==> config.mk <==
export PLATFORM = sky130hd
export DESIGN_NAME = offtime_chopper
export DESIGN_NICKNAME = d
export VERILOG_FILES = /design/src/rtl/chop_pkg.sv /design/src/rtl/chop_enb_filter.sv /design/src/rtl/chop_standby_det.sv /design/src/rtl/chop_phase_ctrl.sv /design/src/rtl/offtime_chopper.sv
export SDC_FILE = /design/constraint.sdc
export NUM_CORES = 1
export LEC_CHECK = 0
export BUFFER_PORTS_ARGS = -buffer_cell sky130_fd_sc_hd__buf_2
export CAP_MARGIN = 20
export CORE_MARGIN = 2
export CORE_UTILIZATION = 45
export DETAILED_ROUTE_END_ITERATION = 8
export HOLD_SLACK_MARGIN = 0.03
export PLACE_DENSITY = 0.65
export SKIP_LAST_GASP = 1
export SLEW_MARGIN = 20
export SYNTH_ARGS = -nofsm -noshare
export SYNTH_HDL_FRONTEND = slang
export SYNTH_SLANG_ARGS = --single-unit
export TNS_END_PERCENT = 50
==> constraint.sdc <==
create_clock -name clk -period 2.2 [get_ports clk]
set_clock_uncertainty 0.05 [all_clocks]
set_input_delay 0.44 -clock clk [delete_from_list [all_inputs] [get_ports clk]]
set_output_delay 0.44 -clock clk [all_outputs]
set_load 0.005 [all_outputs]
==> src/rtl/chop_pkg.sv <==
// Shared types of the off-time chopper.
// Assumes nothing beyond a single clock domain.
package chop_pkg;
    typedef enum logic [1:0] {
        PH_DRIVE = 2'd0,  // source on, trips armed
        PH_BLANK = 2'd1,  // source on, trips ignored
        PH_OFF   = 2'd2,  // fixed off-time running
        PH_CHOP  = 2'd3   // external PWM holds source off
    } phase_t;
endpackage

==> src/rtl/chop_enb_filter.sv <==
// Deglitches the external PWM input.
// The output takes a new input level only after GLITCH_CYC consecutive samples
// of that level. The input is assumed to be already synchronous to clk.
// Out of reset the output is high (chop).
module chop_enb_filter #(
    parameter int GLITCH_CYC = 10
) (
    input  logic clk,
    input  logic rst_n,
    input  logic raw_i,
    output logic filt_o
);
    localparam int GW = $clog2(GLITCH_CYC + 1);

    logic [GW-1:0] run_q;

    // Count the run of samples that differ from the held level; adopt the new level once the run is long enough.
    always_ff @(posedge clk) begin
        if (!rst_n) begin
            filt_o <= 1'b1;
            run_q  <= '0;
        end else if (raw_i == filt_o) begin
            run_q <= '0;
        end else if (run_q == GW'(GLITCH_CYC - 1)) begin
            filt_o <= raw_i;
            run_q  <= '0;
        end else begin
            run_q <= run_q + GW'(1);
        end
    end

    AST_FILT_FOLLOWS_INPUT: assert property (@(posedge clk) disable iff (!rst_n)
        !$stable(filt_o) |-> ($past(raw_i) == filt_o));
endmodule

==> src/rtl/chop_standby_det.sv <==
// Detects a filtered PWM level held high for STBY_CYC cycles.
// The standby flag rises after that many high cycles and clears on the first
// edge that sees the level low. The count saturates at the limit.
module chop_standby_det #(
    parameter int STBY_CYC = 60000
) (
    input  logic clk,
    input  logic rst_n,
    input  logic enb_f_i,
    output logic stby_o
);
    localparam int SW = $clog2(STBY_CYC + 1);

    logic [SW-1:0] hi_q;

    // Measure how long the filtered level has been high, saturating at the limit.
    always_ff @(posedge clk) begin
        if (!rst_n) begin
            hi_q <= '0;
        end else if (!enb_f_i) begin
            hi_q <= '0;
        end else if (hi_q != SW'(STBY_CYC)) begin
            hi_q <= hi_q + SW'(1);
        end
    end

    assign stby_o = (hi_q == SW'(STBY_CYC));

    AST_STBY_AFTER_HIGH: assert property (@(posedge clk) disable iff (!rst_n)
        $rose(stby_o) |-> $past(enb_f_i));
endmodule

==> src/rtl/chop_phase_ctrl.sv <==
// Sequences drive, blanking, fixed off-time and chop phases.
// Assumes trip_i and dir_i are synchronous to clk. enb_f_i comes from the
// deglitch filter, and stby_i from the standby detector.
module chop_phase_ctrl
    import chop_pkg::*;
#(
    parameter int OFF_CYC   = 500,
    parameter int BLANK_CYC = 30
) (
    input  logic clk,
    input  logic rst_n,
    input  logic trip_i,
    input  logic dir_i,
    input  logic enb_f_i,
    input  logic stby_i,
    input  logic ovp_i,
    output logic src_on_o,
    output logic sync_rect_o
);
    localparam int TMAX = (OFF_CYC > BLANK_CYC) ? OFF_CYC : BLANK_CYC;
    localparam int CW   = $clog2(TMAX + 1);

    phase_t        ph_q;
    logic [CW-1:0] cnt_q;
    logic          dir_q;
    logic          dir_chg;
    logic          off_done;
    logic          blank_done;

    assign dir_chg    = (dir_i != dir_q);
    assign off_done   = (cnt_q == CW'(OFF_CYC - 1));
    assign blank_done = (cnt_q == CW'(BLANK_CYC - 1));

    // Remember the last direction so that a change can be detected.
    always_ff @(posedge clk) begin
        if (!rst_n) dir_q <= 1'b0;
        else        dir_q <= dir_i;
    end

    // Phase sequencing: chop takes priority, then direction restart, then trip, then timer expiry.
    always_ff @(posedge clk) begin
        if (!rst_n) begin
            ph_q  <= PH_CHOP;
            cnt_q <= '0;
        end else if (enb_f_i) begin
            ph_q  <= PH_CHOP;
            cnt_q <= '0;
        end else begin
            case (ph_q)
                PH_CHOP: begin
                    ph_q  <= PH_BLANK;
                    cnt_q <= '0;
                end
                PH_BLANK: begin
                    if (dir_chg) begin
                        cnt_q <= '0;
                    end else if (blank_done) begin
                        ph_q  <= PH_DRIVE;
                        cnt_q <= '0;
                    end else begin
                        cnt_q <= cnt_q + CW'(1);
                    end
                end
                PH_DRIVE: begin
                    if (dir_chg) begin
                        ph_q  <= PH_BLANK;
                        cnt_q <= '0;
                    end else if (trip_i) begin
                        ph_q  <= PH_OFF;
                        cnt_q <= '0;
                    end
                end
                default: begin
                    if (off_done) begin
                        ph_q  <= PH_BLANK;
                        cnt_q <= '0;
                    end else begin
                        cnt_q <= cnt_q + CW'(1);
                    end
                end
            endcase
        end
    end

    // Output decode: source on in drive or blank; synchronous rectification while current decays.
    always_comb begin
        src_on_o    = (ph_q == PH_DRIVE) || (ph_q == PH_BLANK);
        sync_rect_o = ((ph_q == PH_OFF) || (ph_q == PH_CHOP)) && !stby_i && !ovp_i;
    end

    AST_OFF_HOLDS: assert property (@(posedge clk) disable iff (!rst_n)
        (ph_q == PH_OFF && !enb_f_i && !off_done) |=> (ph_q == PH_OFF));
    AST_OFF_ENDS_IN_BLANK: assert property (@(posedge clk) disable iff (!rst_n)
        (ph_q == PH_OFF && !enb_f_i && off_done) |=> (ph_q == PH_BLANK));
    AST_BLANK_IGNORES_TRIP: assert property (@(posedge clk) disable iff (!rst_n)
        (ph_q == PH_BLANK && !enb_f_i) |=> (ph_q != PH_OFF));
    AST_DIR_BEATS_TRIP: assert property (@(posedge clk) disable iff (!rst_n)
        (ph_q == PH_DRIVE && dir_chg && !enb_f_i) |=> src_on_o);
    AST_CHOP_SOURCE_OFF: assert property (@(posedge clk) disable iff (!rst_n)
        enb_f_i |=> !src_on_o);
endmodule

==> src/rtl/offtime_chopper.sv <==
// Fixed off-time current chopper, top level.
// Connects the PWM deglitch filter, the standby detector and the phase
// sequencer. All inputs are assumed to be synchronous to clk.
module offtime_chopper #(
    parameter int OFF_CYC    = 500,
    parameter int BLANK_CYC  = 30,
    parameter int GLITCH_CYC = 10,
    parameter int STBY_CYC   = 60000
) (
    input  logic clk,
    input  logic rst_n,
    input  logic trip_i,
    input  logic pwm_n_i,
    input  logic dir_i,
    input  logic ovp_i,
    output logic src_on_o,
    output logic sync_rect_o,
    output logic standby_o
);
    logic enb_f;
    logic stby;

    chop_enb_filter #(.GLITCH_CYC(GLITCH_CYC)) u_filt (
        .clk    (clk),
        .rst_n  (rst_n),
        .raw_i  (pwm_n_i),
        .filt_o (enb_f)
    );

    chop_standby_det #(.STBY_CYC(STBY_CYC)) u_stby (
        .clk     (clk),
        .rst_n   (rst_n),
        .enb_f_i (enb_f),
        .stby_o  (stby)
    );

    chop_phase_ctrl #(.OFF_CYC(OFF_CYC), .BLANK_CYC(BLANK_CYC)) u_phase (
        .clk         (clk),
        .rst_n       (rst_n),
        .trip_i      (trip_i),
        .dir_i       (dir_i),
        .enb_f_i     (enb_f),
        .stby_i      (stby),
        .ovp_i       (ovp_i),
        .src_on_o    (src_on_o),
        .sync_rect_o (sync_rect_o)
    );

    assign standby_o = stby;

    AST_STBY_ALL_OFF: assert property (@(posedge clk) disable iff (!rst_n)
        standby_o |-> (!src_on_o && !sync_rect_o));
    AST_OVP_NO_RECT: assert property (@(posedge clk) disable iff (!rst_n)
        ovp_i |-> !sync_rect_o);
endmodule

=== Word level (Yosys, flattened, before mapping) ===
Index checks and enable logic that the tools add are counted.

* Equality and inequality tests: 13
* Add/subtract/negate cells: 3
* Bitwise operators: 2
* Mux-type cells: 12
* Reductions and logical operators: 13

{| class="wikitable"
|+ Operators by type and width
! cell !! count
|-
| $mux 9 || 5
|-
| $pmux 9 s3 || 1
|-
| $add 16x1->16 const B || 1
|-
| $eq 16x16->1 const B || 1
|-
| $ne 16x16->1 const B || 1
|-
| $mux 2 || 5
|-
| $add 9x1->9 const B || 1
|-
| $eq 9x5->1 const B || 1
|-
| $eq 9x9->1 const B || 1
|-
| $pmux 2 s3 || 1
|-
| $add 4x1->4 const B || 1
|-
| $eq 2x2->1 const B || 2
|-
| $eq 4x4->1 const B || 1
|-
| $reduce_and 2->1 || 2
|-
| $reduce_and 4->1 || 1
|-
| $reduce_bool 4->1 || 1
|-
| $ne 3x2->1 const B || 1
|-
| $reduce_or 3->1 || 1
|-
| $eq 2x1->1 const B || 1
|-
| $logic_and 1x1->1 || 2
|-
| $logic_not 1->1 || 2
|-
| $logic_not 2->1 || 1
|-
| $logic_or 1x1->1 || 2
|-
| $ne 2x1->1 const B || 1
|-
| other kinds (5) || 6
|}

* Output and inout bits: 3
* Bits in registers: 33
* Input bits: 6
* Logic and storage cells: 49

=== Longest topological paths before layout ===
* Word-level depth: 4
* Depth in mapped cells: 7

=== Hierarchy ===
From an unflattened synthesis, not the netlist that was laid out.

* Cell total of the unflattened synthesis: 178
* Area total of the unflattened synthesis: 1,666.6 um^2

{| class="wikitable"
|+ Modules (own cells, without submodules)
! module !! area each (um^2) !! times used !! cells each !! sequential area each (um^2)
|-
| chop_standby_det || 772.0 || 1 || 82 || 320.3
|-
| chop_phase_ctrl || 675.6 || 1 || 76 || 240.2
|-
| chop_enb_filter || 219.0 || 1 || 20 || 100.1
|}

=== Worst setup path after synthesis ===
No wires, ideal clock.

* Path kind: reg2out
* Start: register u_stby.hi_q[3]
* End: output port sync_rect_o
* Stages on the path, launching flop included: 4
* Data required time: 1.710 ns
* Setup slack: 0.403 ns
* Arrival time: 1.307 ns
* Cell sequence: dfxtp_1 > or4b_4 > nor4_4 > nor3_1

* Word-level cells in the longest chain between the ends: 4

{| class="wikitable"
|+ Ends and longest elaborated chain
! element !! line !! RTL
|-
| from (decl) || chop_standby_det.sv:14 || <nowiki>logic [SW-1:0] hi_q;</nowiki>
|-
| from (signal assigned) || chop_standby_det.sv:23 || <nowiki>hi_q <= hi_q + SW'(1);</nowiki>
|-
| $eq 16x16->1 || chop_standby_det.sv:27 || <nowiki>assign stby_o = (hi_q == SW'(STBY_CYC));</nowiki>
|-
| net standby_o || offtime_chopper.sv:18 || <nowiki>output logic standby_o</nowiki>
|-
| $logic_not 1->1 || chop_phase_ctrl.sv:88 || <nowiki>sync_rect_o = ((ph_q == PH_OFF) || (ph_q == PH_CHOP)) && !stby_i && !ovp_i;</nowiki>
|-
| $logic_and 1x1->1 (2 in series) || chop_phase_ctrl.sv:88 ||
|-
| to (decl) || offtime_chopper.sv:17 || <nowiki>output logic sync_rect_o,</nowiki>
|}

The timed path passes the listed nets, and every way through them passes these cells.

=== Worst setup path after layout ===
* Start: register u_stby.hi_q[2]
* End: output port sync_rect_o

* Word-level cells in the longest chain between the ends: 4

{| class="wikitable"
|+ Ends and longest elaborated chain
! element !! line
|-
| $eq 16x16->1 || chop_standby_det.sv:27
|-
| $logic_not 1->1 || chop_phase_ctrl.sv:88
|-
| $logic_and 1x1->1 (2 in series) || chop_phase_ctrl.sv:88
|}

No other way between the ends.

==> impl_metrics.tcl <==
set metrics [dict create \
    grt_pass1_vias 1197 \
    cts_buffer_depth 2 \
    cts.sinks 33 \
    port_buffers 8 \
    row_count 21 \
    ant_nets 0 \
    seq_area_um2 663 \
    antenna_found_initial 0 \
    diodes 0 \
    first_iter_violations 81 \
    rr_worst_depth 6 \
    ys_types 36 \
    cts_tree "built" \
    leakage_nw 0.647 \
    fillerInstances 314 \
    drive_gt1_share_pct 16.2 \
    path_class "reg -> out" \
    fin_util_pct 52.5 \
    ys_ff_latch 33 \
    worstHoldStart "rst_n" \
    cts.htree.levels 2 \
    finalCritPeriodShare_pct 98.9 \
    synthAdderAreaFrac_pct 4.79 \
    finalCriticalPeriod_ns 2.18 \
    startpoint "u_stby.hi_q[2]" \
    grt_pass1_wl_mm 5.17 \
    fin_area_um2 1750 \
    rrSetupSlack_ns 0.38 \
    die_y_um 63.0 \
    fp.dieW_um 63.0 \
    power_density_nw_per_um2 591 \
    place_area_um2 1670 \
    r2r_end "u_phase.cnt_q[2]" \
    syn_inst 175 \
    dieArea_um2 3970 \
    synth.avg_cell_area_um2 8.96 \
    synthFlopType "dfxtp_1" \
    status "completed" \
    layout_common_cells "dfxtp_1 (31), nor2_1 (27), nand2_1 (14)" \
    synth-simple-area-share_pct 31.4 \
    slew_headroom_pct 65.4 \
    use_met3_pct 7.21 \
    p_total_mw 1.03 \
    multiInputGateArea_um2 883 \
    clock_latency_ns 0.33 \
    gr-usage-met2_pct 27.5 \
    gp_congestion 0.824 \
    reg2reg_from "u_phase.cnt_q[0]" \
    synth_top_family_by_area "simple AND/OR/NAND/NOR gates" \
    synth-seq-area-share_pct 42.1 \
    first_pass_iters 4 \
    initial_core_util_pct 47.0 \
    finalHoldViolations 0 \
    min_path_type "in -> reg" \
    root_buffer "clkbuf_4" \
    coreArea_um2 3340 \
    grtUsageTotal_pct 16.7 \
    post_drt_wl_per_cell_um 12.2 \
    postCtsSetupRepairBufs 0 \
    place.detailed.hpwl_mm 2.01 \
    via_per_inst 5.05 \
    hold_ws_ns 0.265 \
    endpoint_kind "output pin" \
    slew_violations 0 \
    vias 1198 \
    synth-edff-count 0 \
    synth_compound_area_share_pct 6.62 \
    worst_pin_slew_ns 0.517 \
    crit_fanout 7 \
    timing.fmax_ghz 0.460 \
    synth_nets 187 \
    dp.cells 229 \
    area_growth_pct 11.7 \
    max-cap-violations 0 \
    syn-cell-area_um2 1570 \
    overflow 0 \
    rsz0062_at_grt "true" \
    cts_inserted_buffers 5 \
    synth_mux_area_share_pct 1.92 \
    fin_cells 237 \
    final_common_cell "dfxtp_1" \
    yosysWarningCount 0 \
    path_clk_slew_ns 0.10 \
    synth_xor_area_share_pct 11.2 \
    fin_nets 202 \
    top_usage_layer "met2" \
    drc_errors 0 \
    synthArstFlopShare_pct 0 \
    ir_worst_vdd_mv 0.396 \
    setup_viol 0 \
    grt_max_degree 17 \
    min_to "u_filt.filt_o" \
    met1_usage_pct 19.4 \
    routed_wl_mm 2.89 \
    min_path_cells 2 \
    critical_path_required_ns 1.71 \
    arrival_ns 1.69 \
    ios 9 \
    critPathLaunchType "flop" \
]
## sequential cells by signal, indices dropped and copies added (netlist names)
register       flops
u_filt.run_q       4
u_phase.ph_q       2
u_phase.cnt_q      9
u_phase.dir_q      1
u_filt.filt_o      1
u_stby.hi_q       16
## power by group
| part | leakage (nW) | internal [mW] | switching, mW | total, mW |
|---|---|---|---|---|
| registers | 0.268 | 0.605 | 0.00933 | 0.614 |
| logic | 0.338 | 0.0149 | 0.0196 | 0.0345 |
| clock network | 0.0413 | 0.185 | 0.201 | 0.386 |
## Yosys cell counts (2+ instances only)
library cell  count  area (um^2)
dfxtp_1          33          661
a31oi_1           2         12.5
o21bai_2          2         22.5
clkbuf_1          2         7.51
xnor2_1          10         87.6
nand4_1           3         18.8
or2_2             2         12.5
nand2b_1          3         18.8
nand3_1          13         65.1
nor2_1           27          101
ha_1              6         75.1
or3_1             2         12.5
nor3_1            3         15.0
inv_1             6         22.5
o21ai_0           4         20.0
xor2_1           10         87.6
nor4b_1           2         17.5
nor2b_1           3         18.8
and2_1            3         18.8
and4_1            3         26.3
a21oi_1           6         30.0
nand2_1          14         52.6
mux2i_1           3         30.0
## critical path: stages, from the launching register on
cell	delay [ns]
dfxtp_2	0.37
nor4b_2	0.28
nand4b_1	0.18
nor4_4	0.31
nor3_1	0.09
buf_2	0.13
## repair_timing
action,CTS,global route
setup endpoints to repair,2,2
hold endpoints to repair,0,0
resized for setup,3,0
pin swaps,2,0
hold buffers,0,0
## how the worst max path moves through the flow
stage / endpoint / slack, ns
after floorplan: sync_rect_o / 0.40
after global placement: sync_rect_o / 0.34
after detailed placement: sync_rect_o / 0.32
after CTS: sync_rect_o / 0.006
after global routing: sync_rect_o / -0.11
final: sync_rect_o / 0.02
## area by class of cell
class / instances / share of cell area [%]
clock buffers: 7 / 3.71
multi-input cells: 134 / 50.4
inverters: 6 / 1.29
repair buffers: 10 / 3.14
well taps: 46 / 3.29
clock inverters: 1 / 0.286
flip-flops and latches: 33 / 37.9
## kinds of logic (layout without fill, tap and decap cells)
group,Yosys count,after routing
compound gates,16,16
xor+xnor,20,20
fa+ha+maj,6,6
buf+inv,8,24
flops,33,33
mux,3,3
simple gates,89,89
## per-layer routing
layer  wire (um)  up-vias  share of wire, %
met2        1340       22                46
met5           0        -                 0
met3         122        7               4.2
met4          56        0               1.9
met1        1370      537                47
li1            -      632                 -
## stage by stage
stage / worst slack, ns / setup TNS [ns]
2_1_floorplan: 0.403 / 0
3_3_place_gp: 0.341 / 0
3_5_place_dp: 0.316 / 0
4_1_cts: 0.00649 / 0
5_1_grt: -0.112 / -0.182
6_report: 0.0249 / 0
(Power assumes the default switching activity.)
